**config.mk**
```make
export PLATFORM = sky130hd
export DESIGN_NAME = stuck_bus_recovery
export DESIGN_NICKNAME = d
export VERILOG_FILES = /design/src/rtl/sbr_pkg.sv /design/src/rtl/sbr_low_timer.sv /design/src/rtl/sbr_seq.sv /design/src/rtl/stuck_bus_recovery.sv
export SDC_FILE = /design/constraint.sdc
export NUM_CORES = 1
export LEC_CHECK = 0
export ABC_AREA = 1
export BUFFER_PORTS_ARGS = -buffer_cell sky130_fd_sc_hd__buf_2
export CELL_PAD_IN_SITES_DETAIL_PLACEMENT = 2
export CELL_PAD_IN_SITES_GLOBAL_PLACEMENT = 2
export CORE_UTILIZATION = 30
export CTS_CLUSTER_SIZE = 20
export DETAILED_ROUTE_END_ITERATION = 16
export PLACE_DENSITY_LB_ADDON = 0.1
export SYNTH_ARGS = -nofsm -noshare
export SYNTH_HDL_FRONTEND = slang
export SYNTH_SLANG_ARGS = --single-unit
```
**constraint.sdc**
```tcl
create_clock -name clk -period 2.6 [get_ports clk]
set_input_delay 0.65 -clock clk [delete_from_list [all_inputs] [get_ports clk]]
set_output_delay 0.65 -clock clk [all_outputs]
set_load 0.02 [all_outputs]
```
**src/rtl/sbr_pkg.sv**
```systemverilog
package sbr_pkg;
  typedef enum logic [2:0] {
    ST_MON,    // watching both lines
    ST_RPT,    // fault reported, no recovery allowed
    ST_CLO,    // driving SCL low
    ST_CWAIT,  // SCL released, waiting for it to read high
    ST_CHI,    // timing the SCL high half
    ST_SLO,    // holding SDA low ahead of the STOP
    ST_RETRY   // recovery failed, fault kept, timers re-armed
  } sbr_state_t;
endpackage

```
**src/rtl/sbr_low_timer.sv**
```systemverilog
module sbr_low_timer #(
  parameter int LIMIT = 3000
) (
  input  logic clk,
  input  logic rst,
  input  logic run,
  input  logic line,
  output logic hit
);
  localparam int CW = (LIMIT < 2) ? 1 : $clog2(LIMIT);

  logic [CW-1:0] cnt;

  assign hit = run && !line && (cnt == CW'(LIMIT - 1));

  always_ff @(posedge clk) begin
    if (rst || !run || line) cnt <= '0;
    else if (!hit)           cnt <= cnt + 1'b1;
  end
endmodule

```
**src/rtl/sbr_seq.sv**
```systemverilog
module sbr_seq
  import sbr_pkg::*;
#(
  parameter int HALF_CYC   = 10,
  parameter int STOP_CYC   = 20,
  parameter int MAX_PULSES = 16
) (
  input  logic clk,
  input  logic rst,
  input  logic enable,
  input  logic disc_en,
  input  logic sda_in,
  input  logic scl_in,
  input  logic hit,
  output logic timer_run,
  output logic fault_n,
  output logic disc_req,
  output logic scl_drv,
  output logic sda_drv
);
  localparam int LONGEST = (HALF_CYC > STOP_CYC) ? HALF_CYC : STOP_CYC;
  localparam int PW = $clog2(LONGEST + 1);
  localparam int NW = $clog2(MAX_PULSES + 1);

  sbr_state_t    state, nxt;
  logic [PW-1:0] tcnt, tcnt_n;
  logic [NW-1:0] pcnt, pcnt_n;
  logic          fault_q, fault_d, disc_q, disc_d, freed_q, freed_d;
  logic          half_done, stop_done;

  assign half_done = (tcnt == PW'(HALF_CYC - 1));
  assign stop_done = (tcnt == PW'(STOP_CYC - 1));
  assign timer_run = enable && (state == ST_MON || state == ST_RETRY);

  always_comb begin
    nxt     = state;
    tcnt_n  = tcnt;
    pcnt_n  = pcnt;
    fault_d = fault_q;
    disc_d  = disc_q;
    freed_d = freed_q;
    if (!enable) begin
      nxt     = ST_MON;
      tcnt_n  = '0;
      pcnt_n  = '0;
      fault_d = 1'b0;
      disc_d  = 1'b0;
      freed_d = 1'b0;
    end else begin
      case (state)
        ST_MON: if (hit) begin
          fault_d = 1'b1;
          if (disc_en) begin
            disc_d = 1'b1;
            nxt    = ST_CLO;
            tcnt_n = '0;
            pcnt_n = '0;
          end else begin
            nxt = ST_RPT;
          end
        end
        ST_RPT: nxt = ST_RPT;
        ST_CLO: begin
          tcnt_n = tcnt + 1'b1;
          if (half_done) begin
            nxt    = ST_CWAIT;
            tcnt_n = '0;
          end
        end
        ST_CWAIT: if (scl_in) begin
          nxt    = ST_CHI;
          tcnt_n = '0;
        end
        ST_CHI: begin
          tcnt_n = tcnt + 1'b1;
          if (half_done) begin
            tcnt_n = '0;
            pcnt_n = pcnt + 1'b1;
            if (sda_in) begin
              freed_d = 1'b1;
              fault_d = 1'b0;
              nxt     = ST_SLO;
            end else if (pcnt_n == NW'(MAX_PULSES)) begin
              freed_d = 1'b0;
              nxt     = ST_SLO;
            end else begin
              nxt = ST_CLO;
            end
          end
        end
        ST_SLO: begin
          tcnt_n = tcnt + 1'b1;
          if (stop_done) begin
            tcnt_n = '0;
            if (freed_q) begin
              disc_d = 1'b0;
              nxt    = ST_MON;
            end else begin
              nxt = ST_RETRY;
            end
          end
        end
        ST_RETRY: begin
          if (sda_in && scl_in) begin
            fault_d = 1'b0;
            disc_d  = 1'b0;
            nxt     = ST_MON;
          end else if (hit) begin
            nxt    = ST_CLO;
            tcnt_n = '0;
            pcnt_n = '0;
          end
        end
        default: nxt = ST_MON;
      endcase
    end
  end

  always_ff @(posedge clk) begin
    if (rst) begin
      state   <= ST_MON;
      tcnt    <= '0;
      pcnt    <= '0;
      fault_q <= 1'b0;
      disc_q  <= 1'b0;
      freed_q <= 1'b0;
      scl_drv <= 1'b0;
      sda_drv <= 1'b0;
    end else begin
      state   <= nxt;
      tcnt    <= tcnt_n;
      pcnt    <= pcnt_n;
      fault_q <= fault_d;
      disc_q  <= disc_d;
      freed_q <= freed_d;
      scl_drv <= (nxt == ST_CLO);
      sda_drv <= (nxt == ST_SLO);
    end
  end

  assign fault_n  = ~fault_q;
  assign disc_req = disc_q;
endmodule

```
**src/rtl/stuck_bus_recovery.sv**
```systemverilog
module stuck_bus_recovery #(
  parameter int CLK_HZ     = 100_000_000,
  parameter int STUCK_US   = 30_000,
  parameter int TOGGLE_HZ  = 8_500,
  parameter int STOP_US    = 125,
  parameter int MAX_PULSES = 16
) (
  input  logic clk,
  input  logic rst,
  input  logic sda_in,
  input  logic scl_in,
  input  logic disc_en,
  input  logic enable,
  output logic fault_n,
  output logic disc_req,
  output logic scl_drv,
  output logic sda_drv
);
  localparam longint STUCK_L = (longint'(CLK_HZ) * longint'(STUCK_US)) / 64'd1_000_000;
  localparam longint STOP_L  = (longint'(CLK_HZ) * longint'(STOP_US)) / 64'd1_000_000;
  localparam int     HALF_R  = CLK_HZ / (2 * TOGGLE_HZ);
  localparam int STUCK_CYC = (STUCK_L < 2) ? 2 : int'(STUCK_L);
  localparam int STOP_CYC  = (STOP_L < 1) ? 1 : int'(STOP_L);
  localparam int HALF_CYC  = (HALF_R < 1) ? 1 : HALF_R;

  logic [1:0] lvl, line_hit;
  logic       timer_run;

  assign lvl = {scl_in, sda_in};

  for (genvar g = 0; g < 2; g++) begin : g_line
    sbr_low_timer #(.LIMIT(STUCK_CYC)) u_tmr (
      .clk  (clk),
      .rst  (rst),
      .run  (timer_run),
      .line (lvl[g]),
      .hit  (line_hit[g])
    );
  end

  sbr_seq #(
    .HALF_CYC   (HALF_CYC),
    .STOP_CYC   (STOP_CYC),
    .MAX_PULSES (MAX_PULSES)
  ) u_seq (
    .clk       (clk),
    .rst       (rst),
    .enable    (enable),
    .disc_en   (disc_en),
    .sda_in    (sda_in),
    .scl_in    (scl_in),
    .hit       (|line_hit),
    .timer_run (timer_run),
    .fault_n   (fault_n),
    .disc_req  (disc_req),
    .scl_drv   (scl_drv),
    .sda_drv   (sda_drv)
  );
endmodule

```
==> reports/results.ini <==
[outcome]
outcome = completed

[sta]
min_period_ps = 2170
setup_ws_ps = 429
finalSetupTns_ps = 0
clock.fmax_ghz = 0.461
drv_slew = 0
tightest_slew_ps = 586
min_period_over_period = 0.835
finalSetupViolations = 0
rsz0062_at_grt = no
hold_viol = 0
finalClockSkew_ps = 7.17
relSlewSlack = 0.606

[pwr]
sw_frac_of_total = 0.221
switchingPower_mw = 0.515
powerDensity_nw_per_um2 = 495
leakagePower_nw = 1.75
peakVddDrop_mv = 0.264
p_int_mw = 1.81
sequentialPowerShare = 0.469
combPwrFrac = 0.021
clkPwrFrac = 0.509

[critical_path]
path_class = register to register
cp-start-kind = register
cp-end-kind = register
worstPathArrival_ps = 2390
cp.required_ps = 2810
path_max_fanout = 13

[placed_design]
dp.cells = 837
hpwl_um = 10700
io_buffer_count = 9
place.gp.congestion = 0.809
place_ws_ps = 202
placed_area_sq_um = 4430

[cts]
cts_sinks = 71
cts.repair.resized = 0
clkLatencyLatePin_ps = 350
cts.path.max_buffers = 2
htree_levels = 3
postCtsSetupBuffers = 0
clk_pin_slew_ps = 60
numCtsBuffers = 9
hold_buffers = 0
cts_tree = done
clock-root-buffer = clkbuf_16

[grt]
grt_max_degree = 17
gr-total-overflow = 0
grtUsageTotal = 0.201
antenna_found_initial = 0
grt_pass1_wl_um = 22700
grt_pass1_vias = 4620

[logic_synthesis]
ys.flop_type = dfxtp_1
avgSynthCellArea_sq_um = 6.37
yosys_warnings = 0
synthArstFlopShare = 0
yosysSeqAreaShare = 0.341
synth_edf_count = 0
synthCells = 653
postSynthNetCount = 664
ys_types = 39
synthesis.area_sq_um = 4160
synth.ff_latch_count = 71

[cells_and_area]
finish.net_count = 683
final_layout_size_suffix_gt1_frac = 0.0890
area_growth_pct = 12.9
final_area_sq_um = 4700
finalNonFillerCells = 850
num_antenna_cells = 0

[floorplan]
die_x_um = 120
dieArea_sq_um = 14400
die_h_um = 120
initial_core_util = 0.311
pin_count = 10
row_count = 42
fp.coreArea_sq_um = 13400

[route]
drc = 0
firstDrtPassIters = 4
final_antenna_net_count = 0
drtIter0Drc = 119
wl_per_cell_um = 15.7
viasPerCell = 5.06
vias = 4303
wirelength_um = 13400

[hold_path]
hp-class = register to register

[run]
max_cap_violations = 0

-- placed cells by master, fill, tap and decap left out, drive strengths merged, types with 14 or more instances in the layout --
cell type,count
nor2,88
a21oi,63
o21ai,33
inv,97
nand2,161
dfxtp,71
nand3,61
nor3,32
nand4,14
-- sequential cells by signal, indices dropped and copies added (netlist names) --
register / count
g_line.u_tmr.cnt: 44
u_seq.tcnt: 14
u_seq.disc_req: 1
u_seq.state: 3
u_seq.sda_drv: 1
u_seq.fault_q: 1
u_seq.pcnt: 5
u_seq.scl_drv: 1
u_seq.freed_q: 1
-- power by group through the flow --
stage	clock network (mW)	logic [mW]	registers, mW
after floorplan	0	0.0275	1.11
after global placement	0	0.0486	1.12
after detailed placement	0	0.0505	1.12
after CTS	1.22	0.0506	1.09
after global routing	1.27	0.0558	1.09
final	1.18	0.0493	1.09
-- worst paths after layout --
path / from / slack [ps] / to / depth (start not counted)
hold reg to reg: g_line[0].u_tmr.cnt[5] / 480 / g_line[0].u_tmr.cnt[5] / 2
setup / recovery: g_line[1].u_tmr.cnt[0] / 430 / u_seq.tcnt[13] / 12
setup reg to reg: g_line[1].u_tmr.cnt[0] / 430 / u_seq.tcnt[13] / 12
hold / removal: g_line[0].u_tmr.cnt[5] / 480 / g_line[0].u_tmr.cnt[5] / 2
-- logic make-up after synthesis --
| family | synth area share |
|---|---|
| AND/OR/NAND/NOR | 0.408 |
| AO/OA/AOI/OAI | 0.138 |
| buffers and inverters | 0.0932 |
| flip-flops | 0.341 |
| adder cells (fa/ha/maj) | 0.0150 |
| XOR/XNOR | 0.00421 |
-- layout make-up --
class	count	area [sq um]
well taps	176	220
clock inverters	1	5.00
inverters	97	364
flip-flops and latches	71	1420
repair buffers	12	67.6
multi-input cells	481	2350
clock buffers	12	267
fillers	1697	8700
-- cell usage after synthesis (2+ instances only) --
cell	n	share of area
nand2_2	3	0.0045
or2_2	3	0.0045
nor2_1	79	0.071
a31oi_1	3	0.0045
inv_1	90	0.081
o31ai_1	2	0.0036
nand2_1	153	0.14
nor3_1	31	0.037
nand4_1	14	0.021
nor2_2	4	0.0060
nand2_4	5	0.014
nor4_1	3	0.0045
nand3_2	4	0.0096
nand3_1	56	0.067
nor3b_1	2	0.0036
o21ai_0	29	0.035
inv_2	7	0.0063
o21ai_1	3	0.0036
dfxtp_1	71	0.34
a21oi_1	62	0.075
and3_1	2	0.0030
o21bai_1	2	0.0036
nor2_4	4	0.011
ha_1	5	0.015
a211oi_1	2	0.0036
-- per-layer routing --
metal	global-route usage	wire length, um	vias to the layer above
met3	0.0304	233	17
met1	0.236	5980	2093
met5	0	0	-
met4	0.0820	267	0
met2	0.364	6870	29
li1	-	-	2164
-- metrics by stage --
step / total power [mW] / utilization / hold slack [ps]
finish: 2.32 / 0.351 / 477
global route: 2.42 / 0.351 / 508
CTS: 2.36 / 0.351 / 487
detailed placement: 1.17 / 0.330 / 477
global placement: 1.16 / 0.330 / 462
floorplan: 1.14 / - / 439
-- worst max-delay path: stages, from the launching register on --
cell,delay [ps]
dfxtp_1,380
ha_1,230
nand3_2,150
nor2_2,190
nand2_1,90
nor2_2,180
nand2_4,150
nand3_2,150
nand2_2,110
inv_2,90
nand2_4,100
a21oi_1,160
nor2_1,60
Power figures use the tool's default switching activity.
